File: src/rtl/exc_commit_pkg.sv
package exc_commit_pkg;

    parameter int unsigned PC_W          = 32;
    localparam int unsigned NUM_PIPE_REGS = 3;   // decode, execute, memory records
    localparam int unsigned CAUSE_W       = 3;

    typedef enum logic [CAUSE_W-1:0] {
        CAUSE_NONE       = 3'd0,
        CAUSE_IRQ        = 3'd1,
        CAUSE_FETCH_ADDR = 3'd2,
        CAUSE_ILLEGAL    = 3'd3,
        CAUSE_OVERFLOW   = 3'd4,
        CAUSE_DATA_ADDR  = 3'd5
    } cause_e;

    // one instruction's exception record as it moves down the pipe
    typedef struct packed {
        logic            valid;
        logic            flagged;
        cause_e          cause;
        logic [PC_W-1:0] pc;
    } slot_t;

    typedef struct packed {
        logic            irq_pend;
        logic            wb_sup;
        cause_e          cause;
        logic [PC_W-1:0] epc;
    } ctl_state_t;

    // cause attached when leaving register stage idx
    function automatic cause_e stage_cause(input int unsigned idx);
        case (idx)
            0:       return CAUSE_FETCH_ADDR;
            1:       return CAUSE_ILLEGAL;
            default: return CAUSE_OVERFLOW;
        endcase
    endfunction

endpackage

File: src/rtl/exc_slot_stage.sv
module exc_slot_stage
    import exc_commit_pkg::*;
#(
    parameter cause_e DET_CAUSE = CAUSE_FETCH_ADDR
) (
    input  logic  clk,
    input  logic  rst_n,
    input  logic  flush,
    input  slot_t up_i,
    input  logic  det_i,
    output slot_t slot_o
);

    slot_t merged;
    slot_t slot_d;
    slot_t slot_q;

    always_comb begin
        merged = up_i;
        // an earlier flag is never overwritten by a later stage
        if (up_i.valid && det_i && !up_i.flagged) begin
            merged.flagged = 1'b1;
            merged.cause   = DET_CAUSE;
        end
        slot_d = flush ? '0 : merged;
    end

    always_ff @(posedge clk) begin
        if (!rst_n) begin
            slot_q <= '0;
        end else begin
            slot_q <= slot_d;
        end
    end

    assign slot_o = slot_q;

endmodule

File: src/rtl/exc_commit_ctl.sv
module exc_commit_ctl
    import exc_commit_pkg::*;
(
    input  logic            clk,
    input  logic            rst_n,
    input  slot_t           m_slot_i,
    input  logic            m_fault_i,
    input  logic            irq_i,
    output logic            commit_o,
    output logic            mem_ok_o,
    output logic            wb_suppress_o,
    output cause_e          cause_o,
    output logic [PC_W-1:0] epc_o
);

    ctl_state_t st_d;
    ctl_state_t st_q;
    logic       m_flag;
    logic       take_irq;
    logic       commit;
    cause_e     sel_cause;

    always_comb begin
        m_flag   = m_slot_i.valid && (m_slot_i.flagged || m_fault_i);
        take_irq = m_slot_i.valid && st_q.irq_pend;
        commit   = m_flag || take_irq;

        if (take_irq) begin
            sel_cause = CAUSE_IRQ;
        end else if (m_slot_i.flagged) begin
            sel_cause = m_slot_i.cause;
        end else begin
            sel_cause = CAUSE_DATA_ADDR;
        end

        st_d          = st_q;
        st_d.irq_pend = irq_i || (st_q.irq_pend && !take_irq);
        st_d.wb_sup   = commit;
        if (commit) begin
            st_d.cause = sel_cause;
            st_d.epc   = m_slot_i.pc;
        end
    end

    always_ff @(posedge clk) begin
        if (!rst_n) begin
            st_q <= '0;
        end else begin
            st_q <= st_d;
        end
    end

    assign commit_o      = commit;
    assign mem_ok_o      = m_slot_i.valid && !commit;
    assign wb_suppress_o = st_q.wb_sup;
    assign cause_o       = st_q.cause;
    assign epc_o         = st_q.epc;

endmodule

File: src/rtl/exc_commit_unit.sv
module exc_commit_unit
    import exc_commit_pkg::*;
(
    input  logic               clk,
    input  logic               rst_n,
    input  logic               f_valid,
    input  logic [PC_W-1:0]    f_pc,
    input  logic               f_addr_fault,
    input  logic               d_illegal,
    input  logic               e_overflow,
    input  logic               m_data_fault,
    input  logic               irq_req,
    output logic               kill_f,
    output logic               kill_d,
    output logic               kill_e,
    output logic               handler_sel,
    output logic               m_mem_ok,
    output logic               wb_suppress,
    output logic [CAUSE_W-1:0] cause_q,
    output logic [PC_W-1:0]    epc_q
);

    slot_t                    chain [NUM_PIPE_REGS+1];
    logic [NUM_PIPE_REGS-1:0] det;
    logic                     commit;
    cause_e                   cause_rec;

    always_comb begin
        chain[0]         = '0;
        chain[0].valid   = f_valid;
        chain[0].pc      = f_pc;
        det              = {e_overflow, d_illegal, f_addr_fault};
    end

    for (genvar g = 0; g < NUM_PIPE_REGS; g++) begin : g_stage
        exc_slot_stage #(
            .DET_CAUSE (stage_cause(g))
        ) u_stage (
            .clk    (clk),
            .rst_n  (rst_n),
            .flush  (commit),
            .up_i   (chain[g]),
            .det_i  (det[g]),
            .slot_o (chain[g+1])
        );
    end

    exc_commit_ctl u_ctl (
        .clk           (clk),
        .rst_n         (rst_n),
        .m_slot_i      (chain[NUM_PIPE_REGS]),
        .m_fault_i     (m_data_fault),
        .irq_i         (irq_req),
        .commit_o      (commit),
        .mem_ok_o      (m_mem_ok),
        .wb_suppress_o (wb_suppress),
        .cause_o       (cause_rec),
        .epc_o         (epc_q)
    );

    assign kill_f      = commit;
    assign kill_d      = commit;
    assign kill_e      = commit;
    assign handler_sel = commit;
    assign cause_q     = cause_rec;

endmodule

File: config.mk
export PLATFORM = sky130hd
export DESIGN_NAME = exc_commit_unit
export DESIGN_NICKNAME = d
export VERILOG_FILES = /design/src/rtl/exc_commit_pkg.sv /design/src/rtl/exc_slot_stage.sv /design/src/rtl/exc_commit_ctl.sv /design/src/rtl/exc_commit_unit.sv
export SDC_FILE = /design/constraint.sdc
export NUM_CORES = 1
export LEC_CHECK = 0
export BUFFER_PORTS_ARGS = -buffer_cell sky130_fd_sc_hd__buf_2
export CORE_MARGIN = 4
export CORE_UTILIZATION = 30
export CTS_CLUSTER_SIZE = 30
export DETAILED_ROUTE_END_ITERATION = 10
export GPL_ROUTABILITY_DRIVEN = 1
export PLACE_DENSITY = 0.47
export SYNTH_ARGS = -nofsm -noshare
export SYNTH_HDL_FRONTEND = slang
export SYNTH_HIERARCHICAL = 1
export SYNTH_SLANG_ARGS = --single-unit
export TNS_END_PERCENT = 5
File: constraint.sdc
create_clock -name clk -period 2 [get_ports clk]
set_input_delay 0.4 -clock clk [delete_from_list [all_inputs] [get_ports clk]]
set_output_delay 0.4 -clock clk [all_outputs]
set_load 0.02 [all_outputs]
==> impl_metrics.toml <==
[detailed_routing]
routed-wl-met2_um = 3900
wire_per_inst_um = 11.5
route.final.wire_length_um = 8320
met3_wirelength_um = 691
detailed_router_s_first_iteration_violation_count = 90
routed_via_density = 3.87
met1_wl_um = 3560
drt-pass1-iter-count = 4
num_vias = 2806
drc_errors = 0
final_antenna_net_count = 0
highest_layer = "met4"

[floorplanning]
die_height_um = 135
die_area_um2 = 18300
core_um2 = 15900
starting_density_of_the_core_pct = 30.6
width_of_the_die_um = 135
ioPinCount = 81
placementRows = 46

[cts]
cts_root_buffer = "sky130_fd_sc_hd__clkbuf_16"
tritoncts = "yes"
cts_buffer_depth = 2
clk_transition_reported_paths_ns = 0.06
numClockSinks = 148
post_cts_setup_buffers = 0
clk_latency_ns = 0.41
numCtsBuffers = 17
cts_htree_levels = 4

[placed_design]
portBuffers = 80
gp_routability_congestion = 0.726
placement.cell_area_um2 = 5200
post_place_cells = 694
post-place-ws_ns = 0.198
hpwlAfterDp_um = 5870

[timing]
final.min_clock_period_ns = 1.86
setup_ws_ns = 0.139
grt_setup_unrepaired = "no"
setup_tns_final_ns = 0
fmax_mhz = 537
holdWs_ns = 0.189
timing_hold_violations_final = 0
final-max-slew-violation-count = 0
final_count_of_negative_setup_slack_endpoints = 0
final.setup_skew_ns = 0.00628
layout_worst_path_cycle_share_pct = 93.0

[global_routing]
vias_in_the_first_global_route = 2870
grt_antenna_before_repair = 0
grt-ovfl-total = 0
grt_util_all_layers_pct = 10.1
largest_net_degree_at_the_start_of_global_routing = 49
grt_pass1_wl_um = 14100

[synthesis]
post_synth_inst_count = 447
synth_top_cell_by_area = "sky130_fd_sc_hd__dfxtp_1"
postSynthRegisterBits = 148
syn-cell-area_um2 = 4850
yosysUniqueCellTypes = 28
synthDominantCellAreaShare_pct = 61.0
total_number_of_yosys_warnings = 6
syn_area_per_cell_um2 = 10.9
ys_seq_area_share_pct = 61.0
yosys-top-cells-area = "sky130_fd_sc_hd__dfxtp_1, sky130_fd_sc_hd__and2_2, sky130_fd_sc_hd__nand3_1, sky130_fd_sc_hd__buf_4, sky130_fd_sc_hd__and2_1"

[power_and_ir_drop]
power.share.switching_pct = 20.2
seqPwrFrac_pct = 47.7
share_clk_of_total_power_pct = 48.6
power.combinational.fraction_pct = 3.7
power.ir.vdd_worst_v = 0.000559
power-per-cell-area_nw_per_um2 = 1110
p_int_mw = 5.15
netSwitchingPower_mw = 1.31
power_leakage_nw = 2.68

[layout]
num_antenna_cells = 0
fin_area_um2 = 5810
final-instance-count-excl-fill = 726
drive_above_1_share_pct = 38.0
syn_to_final_growth_pct = 19.6
fin_nets = 537

[critical_path]
rr_startpoint = "g_stage[2].u_stage/slot_o[35]"
critical_path.startpoint = "g_stage[2].u_stage/slot_o[35]"
critPathMaxStageDelay_ns = 0.37
critical_path_peak_fanout = 21
worst_path_max_delay_cell = "sky130_fd_sc_hd__dfxtp_1"
critPathLaunchType = "flip-flop"
worst_setup_path_end_kind = "output port"
reg2reg_slack_ns = 0.41
worstPathRequired_ns = 1.60
worstPathCellList = "o31ai_4, inv_4, buf_2"
critical_path_class = "flip-flop to output port"
r2r.worst_path.cells = 5
crit_arrival_ns = 1.46
crit-reg2reg-capture = "g_stage[1].u_stage/slot_o[32]"

[hold_path]
holdPathEnd = "g_stage[0].u_stage/slot_o[0]"
hold_path_depth = 2
min_delay_src = "f_pc[0]"
worst_hold_class = "primary input to flip-flop"

[job]
maxCapViolations = 0

[status]
outcome = "completed"
==> critical path, delay by kind of cell (launching register included) <==
kind,cells,cell delay [ns]
flip-flops,1,0.37
AO/OA/AOI/OAI,1,0.32
buffers and inverters,2,0.36
==> power by group through the flow <==
stage	logic, mW	clock network (mW)	registers, mW
5_1_grt	0.272	3.35	3.09
2_1_floorplan	0.173	0	3.13
3_5_place_dp	0.247	0	3.14
4_1_cts	0.247	3.23	3.08
3_3_place_gp	0.243	0	3.14
6_report	0.240	3.13	3.08
==> Yosys cell counts <==
library cell	number
sky130_fd_sc_hd__o21a_1	1
sky130_fd_sc_hd__nand3b_1	4
sky130_fd_sc_hd__inv_1	4
sky130_fd_sc_hd__nor4b_1	1
sky130_fd_sc_hd__inv_2	1
sky130_fd_sc_hd__nor2b_4	3
sky130_fd_sc_hd__or2b_1	3
sky130_fd_sc_hd__nor2_1	3
sky130_fd_sc_hd__and2_1	37
sky130_fd_sc_hd__o211a_1	1
sky130_fd_sc_hd__dfxtp_1	148
sky130_fd_sc_hd__nand2_1	33
sky130_fd_sc_hd__and3_2	5
sky130_fd_sc_hd__buf_4	38
sky130_fd_sc_hd__o221a_2	1
sky130_fd_sc_hd__buf_6	9
sky130_fd_sc_hd__nor2b_1	2
sky130_fd_sc_hd__nand4b_1	1
sky130_fd_sc_hd__buf_2	8
sky130_fd_sc_hd__o31ai_4	1
sky130_fd_sc_hd__conb_1	1
sky130_fd_sc_hd__o21ai_0	1
sky130_fd_sc_hd__a21boi_0	1
sky130_fd_sc_hd__a21oi_1	7
sky130_fd_sc_hd__nand3_1	64
sky130_fd_sc_hd__buf_1	3
sky130_fd_sc_hd__clkbuf_1	3
sky130_fd_sc_hd__and2_2	63
==> layout make-up <==
cell class | count | area (µm²)
Clock buffer | 21 | 480
Multi-Input combinational cell | 237 | 1440
Fill cell | 1641 | 10100
Clock inverter | 11 | 124
Sequential cell | 148 | 2960
Timing Repair Buffer | 88 | 510
Inverter | 5 | 21.3
Tap cell | 216 | 270
==> how the worst max path moves through the flow <==
stage	endpoint	slack [ns]
final	handler_sel	0.14
after global routing	handler_sel	0.04
after CTS	handler_sel	0.09
after detailed placement	g_stage[1].u_stage/slot_o[32]	0.20
after global placement	g_stage[1].u_stage/slot_o[33]	0.27
after floorplan	kill_d	0.32
==> sequential cells by signal, indices dropped and copies added, names as in the netlist <==
| name | count |
|---|---|
| u_ctl/st_q | 1 |
| u_ctl/cause_o | 3 |
| u_ctl/wb_suppress_o | 1 |
| u_ctl/epc_o | 32 |
| g_stage.u_stage/slot_o | 111 |
==> metrics by stage <==
stage	utilization, %	total power, mW
2_1_floorplan	-	3.31
3_3_place_gp	32.7	3.39
3_5_place_dp	32.7	3.39
4_1_cts	36.6	6.55
5_1_grt	36.6	6.71
6_report	36.6	6.45
==> placed cells by master (no fill, tap or decap), types with 2 or more instances in the layout <==
cell type	n
sky130_fd_sc_hd__nand3b_1	4
sky130_fd_sc_hd__inv_6	2
sky130_fd_sc_hd__clkinvlp_4	3
sky130_fd_sc_hd__and2_1	37
sky130_fd_sc_hd__nor2b_4	3
sky130_fd_sc_hd__buf_2	80
sky130_fd_sc_hd__buf_4	4
sky130_fd_sc_hd__a21oi_1	7
sky130_fd_sc_hd__clkinv_2	3
sky130_fd_sc_hd__conb_1	5
sky130_fd_sc_hd__nand3_1	64
sky130_fd_sc_hd__buf_12	4
sky130_fd_sc_hd__inv_1	4
sky130_fd_sc_hd__clkbuf_8	4
sky130_fd_sc_hd__dfxtp_1	148
sky130_fd_sc_hd__clkbuf_16	17
sky130_fd_sc_hd__nor2b_1	2
sky130_fd_sc_hd__and2_2	63
sky130_fd_sc_hd__and3_2	5
sky130_fd_sc_hd__bufinv_16	2
sky130_fd_sc_hd__or2b_1	3
sky130_fd_sc_hd__nand2_1	33
sky130_fd_sc_hd__nor2_1	3
==> layer usage <==
| metal | track usage (%) | vias up |
|---|---|---|
| met5 | 0 | - |
| met4 | 5.38 | 0 |
| met3 | 5.16 | 14 |
| met2 | 16.2 | 72 |
| met1 | 11.0 | 1236 |
| li1 | - | 1484 |
==> kinds of logic after synthesis <==
group	Yosys count	synth area share, %
AO/OA/AOI/OAI	13	2.01
buffers and inverters	66	9.64
flip-flops	148	61.0
other	1	0.0773
AND/OR/NAND/NOR	219	27.2
==> timing repair <==
action / in CTS / in global routing
setup endpoints to repair: 4 / 0
hold endpoints to repair: 0 / 0
resized for setup: 1 / 0
hold buffers: 0 / 0
(Power assumes the default switching activity.)
